--- src/rtl/atten_rx_pkg.sv ---
package atten_rx_pkg;
  // Geometry of one control frame
  localparam int unsigned WORD_W  = 8;
  localparam int unsigned FRAME_W = 2 * WORD_W;
  localparam int unsigned CODE_W  = WORD_W - 1;

  typedef struct packed {
    logic              msb;
    logic [CODE_W-1:0] code;
  } atten_word_t;

  function automatic atten_word_t split_word(input logic [WORD_W-1:0] b);
    atten_word_t w;
    w.msb  = b[WORD_W-1];
    w.code = b[CODE_W-1:0];
    return w;
  endfunction
endpackage

--- src/rtl/atten_rx_sync.sv ---
module atten_rx_sync #(
  parameter int unsigned W      = 3,
  parameter int unsigned STAGES = 2
) (
  input  logic         clk,
  input  logic         rst_n,
  input  logic [W-1:0] async_i,
  output logic [W-1:0] level_o,
  output logic [W-1:0] rise_o
);
  logic [W-1:0] stg [STAGES];
  logic [W-1:0] prev_q;

  generate
    for (genvar s = 0; s < STAGES; s++) begin : g_stage
      if (s == 0) begin : g_first
        always_ff @(posedge clk or negedge rst_n)
          if (!rst_n) stg[s] <= '0;
          else        stg[s] <= async_i;
      end else begin : g_next
        always_ff @(posedge clk or negedge rst_n)
          if (!rst_n) stg[s] <= '0;
          else        stg[s] <= stg[s-1];
      end
    end
  endgenerate

  always_ff @(posedge clk or negedge rst_n)
    if (!rst_n) prev_q <= '0;
    else        prev_q <= stg[STAGES-1];

  assign level_o = stg[STAGES-1];
  assign rise_o  = stg[STAGES-1] & ~prev_q;
endmodule

--- src/rtl/atten_rx_shifter.sv ---
module atten_rx_shifter #(
  parameter int unsigned FRAME_W = 16
) (
  input  logic               clk,
  input  logic               rst_n,
  input  logic               shift_en,
  input  logic               bit_in,
  output logic [FRAME_W-1:0] frame_o
);
  // New bits enter at the top, so the first bit ends at position 0.
  always_ff @(posedge clk or negedge rst_n)
    if (!rst_n)        frame_o <= '0;
    else if (shift_en) frame_o <= {bit_in, frame_o[FRAME_W-1:1]};
endmodule

--- src/rtl/atten_rx_hold.sv ---
module atten_rx_hold
  import atten_rx_pkg::*;
#(
  parameter int unsigned PIN_W      = 3,
  parameter logic [CODE_W-1:0] RESET_CODE = '1
) (
  input  logic               clk,
  input  logic               rst_n,
  input  logic               load_i,
  input  logic [FRAME_W-1:0] frame_i,
  input  logic [PIN_W-1:0]   pins_i,
  output atten_word_t        word_o,
  output logic               update_o,
  output logic               hit_o
);
  atten_word_t incoming;

  assign hit_o    = (frame_i[WORD_W +: PIN_W] == pins_i);
  assign incoming = split_word(frame_i[WORD_W-1:0]);

  always_ff @(posedge clk or negedge rst_n)
    if (!rst_n) begin
      word_o   <= '{msb: 1'b0, code: RESET_CODE};
      update_o <= 1'b0;
    end else begin
      update_o <= 1'b0;
      if (load_i && hit_o) begin
        word_o   <= incoming;
        update_o <= (incoming != word_o);
      end
    end
endmodule

--- src/rtl/atten_serial_rx.sv ---
module atten_serial_rx
  import atten_rx_pkg::*;
#(
  parameter int unsigned PIN_W     = 3,
  parameter int unsigned SYNC_DEPTH = 2
) (
  input  logic              clk,
  input  logic              rst_n,
  input  logic              ser_data_i,
  input  logic              ser_clk_i,
  input  logic              ser_latch_i,
  input  logic [PIN_W-1:0]  addr_pins_i,
  output logic [CODE_W-1:0] atten_code_o,
  output logic              code_msb_o,
  output logic              update_o
);
  localparam int unsigned N_SYNC = 3;
  localparam int unsigned IX_DAT = 0;
  localparam int unsigned IX_CLK = 1;
  localparam int unsigned IX_LAT = 2;

  logic [N_SYNC-1:0]  sync_lvl, sync_rise;
  logic               sclk_rise, lat_lvl, lat_rise, shift_en, addr_hit;
  logic [FRAME_W-1:0] frame_q;
  atten_word_t        held;

  atten_rx_sync #(.W(N_SYNC), .STAGES(SYNC_DEPTH)) u_sync (
    .clk     (clk),
    .rst_n   (rst_n),
    .async_i ({ser_latch_i, ser_clk_i, ser_data_i}),
    .level_o (sync_lvl),
    .rise_o  (sync_rise)
  );

  assign sclk_rise = sync_rise[IX_CLK];
  assign lat_lvl   = sync_lvl[IX_LAT];
  assign lat_rise  = sync_rise[IX_LAT];
  assign shift_en  = sclk_rise & ~lat_lvl;

  atten_rx_shifter #(.FRAME_W(FRAME_W)) u_shift (
    .clk      (clk),
    .rst_n    (rst_n),
    .shift_en (shift_en),
    .bit_in   (sync_lvl[IX_DAT]),
    .frame_o  (frame_q)
  );

  atten_rx_hold #(.PIN_W(PIN_W)) u_hold (
    .clk      (clk),
    .rst_n    (rst_n),
    .load_i   (lat_rise),
    .frame_i  (frame_q),
    .pins_i   (addr_pins_i),
    .word_o   (held),
    .update_o (update_o),
    .hit_o    (addr_hit)
  );

  assign atten_code_o = held.code;
  assign code_msb_o   = held.msb;
endmodule

--- config.mk ---
export PLATFORM = sky130hd
export DESIGN_NAME = atten_serial_rx
export DESIGN_NICKNAME = d
export VERILOG_FILES = /design/src/rtl/atten_rx_pkg.sv /design/src/rtl/atten_rx_sync.sv /design/src/rtl/atten_rx_shifter.sv /design/src/rtl/atten_rx_hold.sv /design/src/rtl/atten_serial_rx.sv
export SDC_FILE = /design/constraint.sdc
export NUM_CORES = 1
export LEC_CHECK = 0
export ABC_AREA = 0
export CAP_MARGIN = 20
export CORE_UTILIZATION = 30
export DETAILED_ROUTE_END_ITERATION = 8
export GPL_TIMING_DRIVEN = 0
export PLACE_DENSITY = 0.61
export SYNTH_ARGS = -nofsm -noshare
export SYNTH_HDL_FRONTEND = slang
export SYNTH_SLANG_ARGS = --single-unit
--- constraint.sdc ---
create_clock -name clk -period 3.05 [get_ports clk]
set_input_delay 0.61 -clock clk [delete_from_list [all_inputs] [get_ports clk]]
set_output_delay 0.61 -clock clk [all_outputs]
set_load 0.01 [all_outputs]
==> results.sh <==
export IMPL_status="finished clean"
export IMPL_routed_wl_um=1850
export IMPL_reg2regPathDepth=3
export IMPL_grt_total_usage_pct=10.0
export IMPL_cap_violations=0
export IMPL_critical_path_startpoint="addr_pins_i[1]"
export IMPL_port_buffers=16
export IMPL_rsz0062_at_grt="no"
export IMPL_grt_overflow=0
export IMPL_antenna_found_initial=0
export IMPL_diodes=0
export IMPL_period_share_pct=67.6
export IMPL_synth_nets=83
export IMPL_area_sequential_um2=835
export IMPL_finalSetupViolCount=0
export IMPL_critPathLaunchType="primary input"
export IMPL_path_clk_slew_ns=0.06
export IMPL_place_ws_ns=0.680
export IMPL_gp_congestion=0.720
export IMPL_grt_pass1_wl_um=3100
export IMPL_clock_sinks=33
export IMPL_place_area_um2=1480
export IMPL_cts_hold_buffers=0
export IMPL_dpl_hpwl_um=1210
export IMPL_cp_required_ns=3.22
export IMPL_p_leak_nw=0.732
export IMPL_setup_ws_ns=0.989
export IMPL_grt_start_max_net_pins=34
export IMPL_power_density_nw_per_um2=624
export IMPL_synth_warnings=0
export IMPL_layout_min_cycle_time_ns=2.06
export IMPL_cts_root_buf="clkbuf_8"
export IMPL_fillers=370
export IMPL_r2r_slack_ns=1.30
export IMPL_htree_levels=2
export IMPL_crit_type="primary input to register"
export IMPL_ys_types=10
export IMPL_num_rows=23
export IMPL_via_count=649
export IMPL_drive_gt1_share_pct=42.4
export IMPL_firstDrtPassIters=2
export IMPL_post_cts_buffers=0
export IMPL_fin_area_um2=1570
export IMPL_r2r_start="u_shift.frame_o[8]$_DFFE_PN0P_"
export IMPL_cts_tree="built"
export IMPL_fin_nets=106
export IMPL_area_growth_pct=23.7
export IMPL_viasPerCell=4.36
export IMPL_syn_avg_cell_area_um2=16.9
export IMPL_vdd_ir_drop_max_v=0.000337
export IMPL_multi_input_area_um2=427
export IMPL_finalHoldViolations=0
export IMPL_die_w_um=67.0
export IMPL_crit_fanout=9
export IMPL_synth_seq_cells=33
export IMPL_die_area_um2=4480
export IMPL_io_pins=17
export IMPL_hold_slack_ns=0.355
export IMPL_arrival_ns=2.23
export IMPL_fin_skew_ns=0.00505
export IMPL_fmax_mhz=485
export IMPL_synthCells=75
export IMPL_critPathCapture="u_hold.word_o[7]$_DFFE_PN0P_"
export IMPL_drt_iter0_markers=4
export IMPL_hold_path_class="register to register"
export IMPL_holdPathStages=0
export IMPL_drc=0
export IMPL_start_util_pct=31.4
export IMPL_clkLatencyLatePin_ns=0.28
export IMPL_max_slew_margin_pct=53.1
export IMPL_wl_per_cell_um=12.4
export IMPL_dieHeight_um=67.0
export IMPL_tns_ns=0
export IMPL_ys_seq_area_share_pct=65.9
export IMPL_postCtsResizedCells=0
export IMPL_grt_pass1_vias=681
export IMPL_max_clock_path_buffers=2
export IMPL_slew_violations=0
export IMPL_core_um2=4030
export IMPL_syn_area_um2=1270
export IMPL_ant_nets=0
export IMPL_numCtsBuffers=5
export IMPL_critPathCaptureType="register"
export IMPL_r2r_end="u_hold.word_o[7]$_DFFE_PN0P_"
export IMPL_worstMarginPinSlew_ns=0.703
-- critical path, stage by stage --
cell and delay, ns:
clkdlybuf4s50_1 0.41, xor2_1 0.19, nor4_4 0.61, mux2_2 0.41
-- final cells by class --
type / count / share of cell area [%]
Sequential cell: 33 / 53.3
Multi-Input combinational cell: 41 / 27.2
Tap cell: 50 / 3.99
Buffer: 1 / 0.319
Timing Repair Buffer: 16 / 9.90
Clock inverter: 2 / 0.639
Clock buffer: 6 / 4.63
-- report_power, final --
part	switching, mW	leakage [nW]	internal (mW)
clock network	0.151	0.0450	0.158
registers	0.0414	0.404	0.498
logic	0.0535	0.283	0.0755
-- routing by layer --
metal,vias up,wire length [µm],GRT usage (%)
met2,12,899,15.7
met3,4,63,4.62
met4,0,42,5.59
li1,305,-,-
met5,-,0,0
met1,328,848,11.2
-- per-stage QoR --
step	utilization (%)	instances	total power, mW
2_1_floorplan	-	75	0.630
5_1_grt	38.9	149	1.03
3_5_place_dp	36.8	141	0.679
3_3_place_gp	37.0	141	0.672
6_report	38.9	149	0.977
4_1_cts	38.9	149	0.992
-- layout by cell type, fill, tap and decap left out, drive strengths merged --
master,count
clkinv,2
dfstp,7
nor3b,1
nor4,3
clkbuf,6
xor2,11
a21boi,1
clkdlybuf4s50,15
mux2,24
dfrtp,26
nand2b,1
buf,2
-- sequential cells by signal, summed over array words and instances, names as in the netlist --
register / cells
u_hold.update_o: 1
u_hold.word_o: 8
u_shift.frame_o: 16
u_sync.level_o: 3
u_sync.prev_q: 2
u_sync.stg: 3
-- how the worst min path moves through the flow --
stage | start | to | slack, ns
2_1_floorplan | rst_n | u_hold.update_o$_DFF_PN0_ | 0.31
3_3_place_gp | u_sync.stg[3]$_DFF_PN0_ | u_sync.level_o[0]$_DFF_PN0_ | 0.33
3_5_place_dp | u_sync.stg[3]$_DFF_PN0_ | u_sync.level_o[0]$_DFF_PN0_ | 0.34
4_1_cts | u_sync.stg[4]$_DFF_PN0_ | u_sync.level_o[1]$_DFF_PN0_ | 0.36
5_1_grt | u_sync.stg[3]$_DFF_PN0_ | u_sync.level_o[0]$_DFF_PN0_ | 0.36
6_report | u_sync.stg[4]$_DFF_PN0_ | u_sync.level_o[1]$_DFF_PN0_ | 0.36
-- logic make-up (layout without fill, tap and decap cells) --
logic type	Yosys count	after routing	share of synthesized area, %
DFF	33	33	65.9
muxes	24	24	21.3
xor gates and xnor gates	11	11	7.61
and+or+nand+nor	5	5	4.15
AOI/OAI and AO/OA	1	1	0.593
buffers and inverters	1	25	0.395
-- cells in the mapped netlist (all sizes together) --
cell type | number | area share [%]
dfrtp | 26 | 51
mux2 | 24 | 21
xor2 | 11 | 7.6
dfstp | 7 | 15
nor4 | 3 | 2.7
a21boi | 1 | 0.59
buf | 1 | 0.39
nand2b | 1 | 0.49
nor3b | 1 | 0.99
Power figures use the tool's default switching activity.
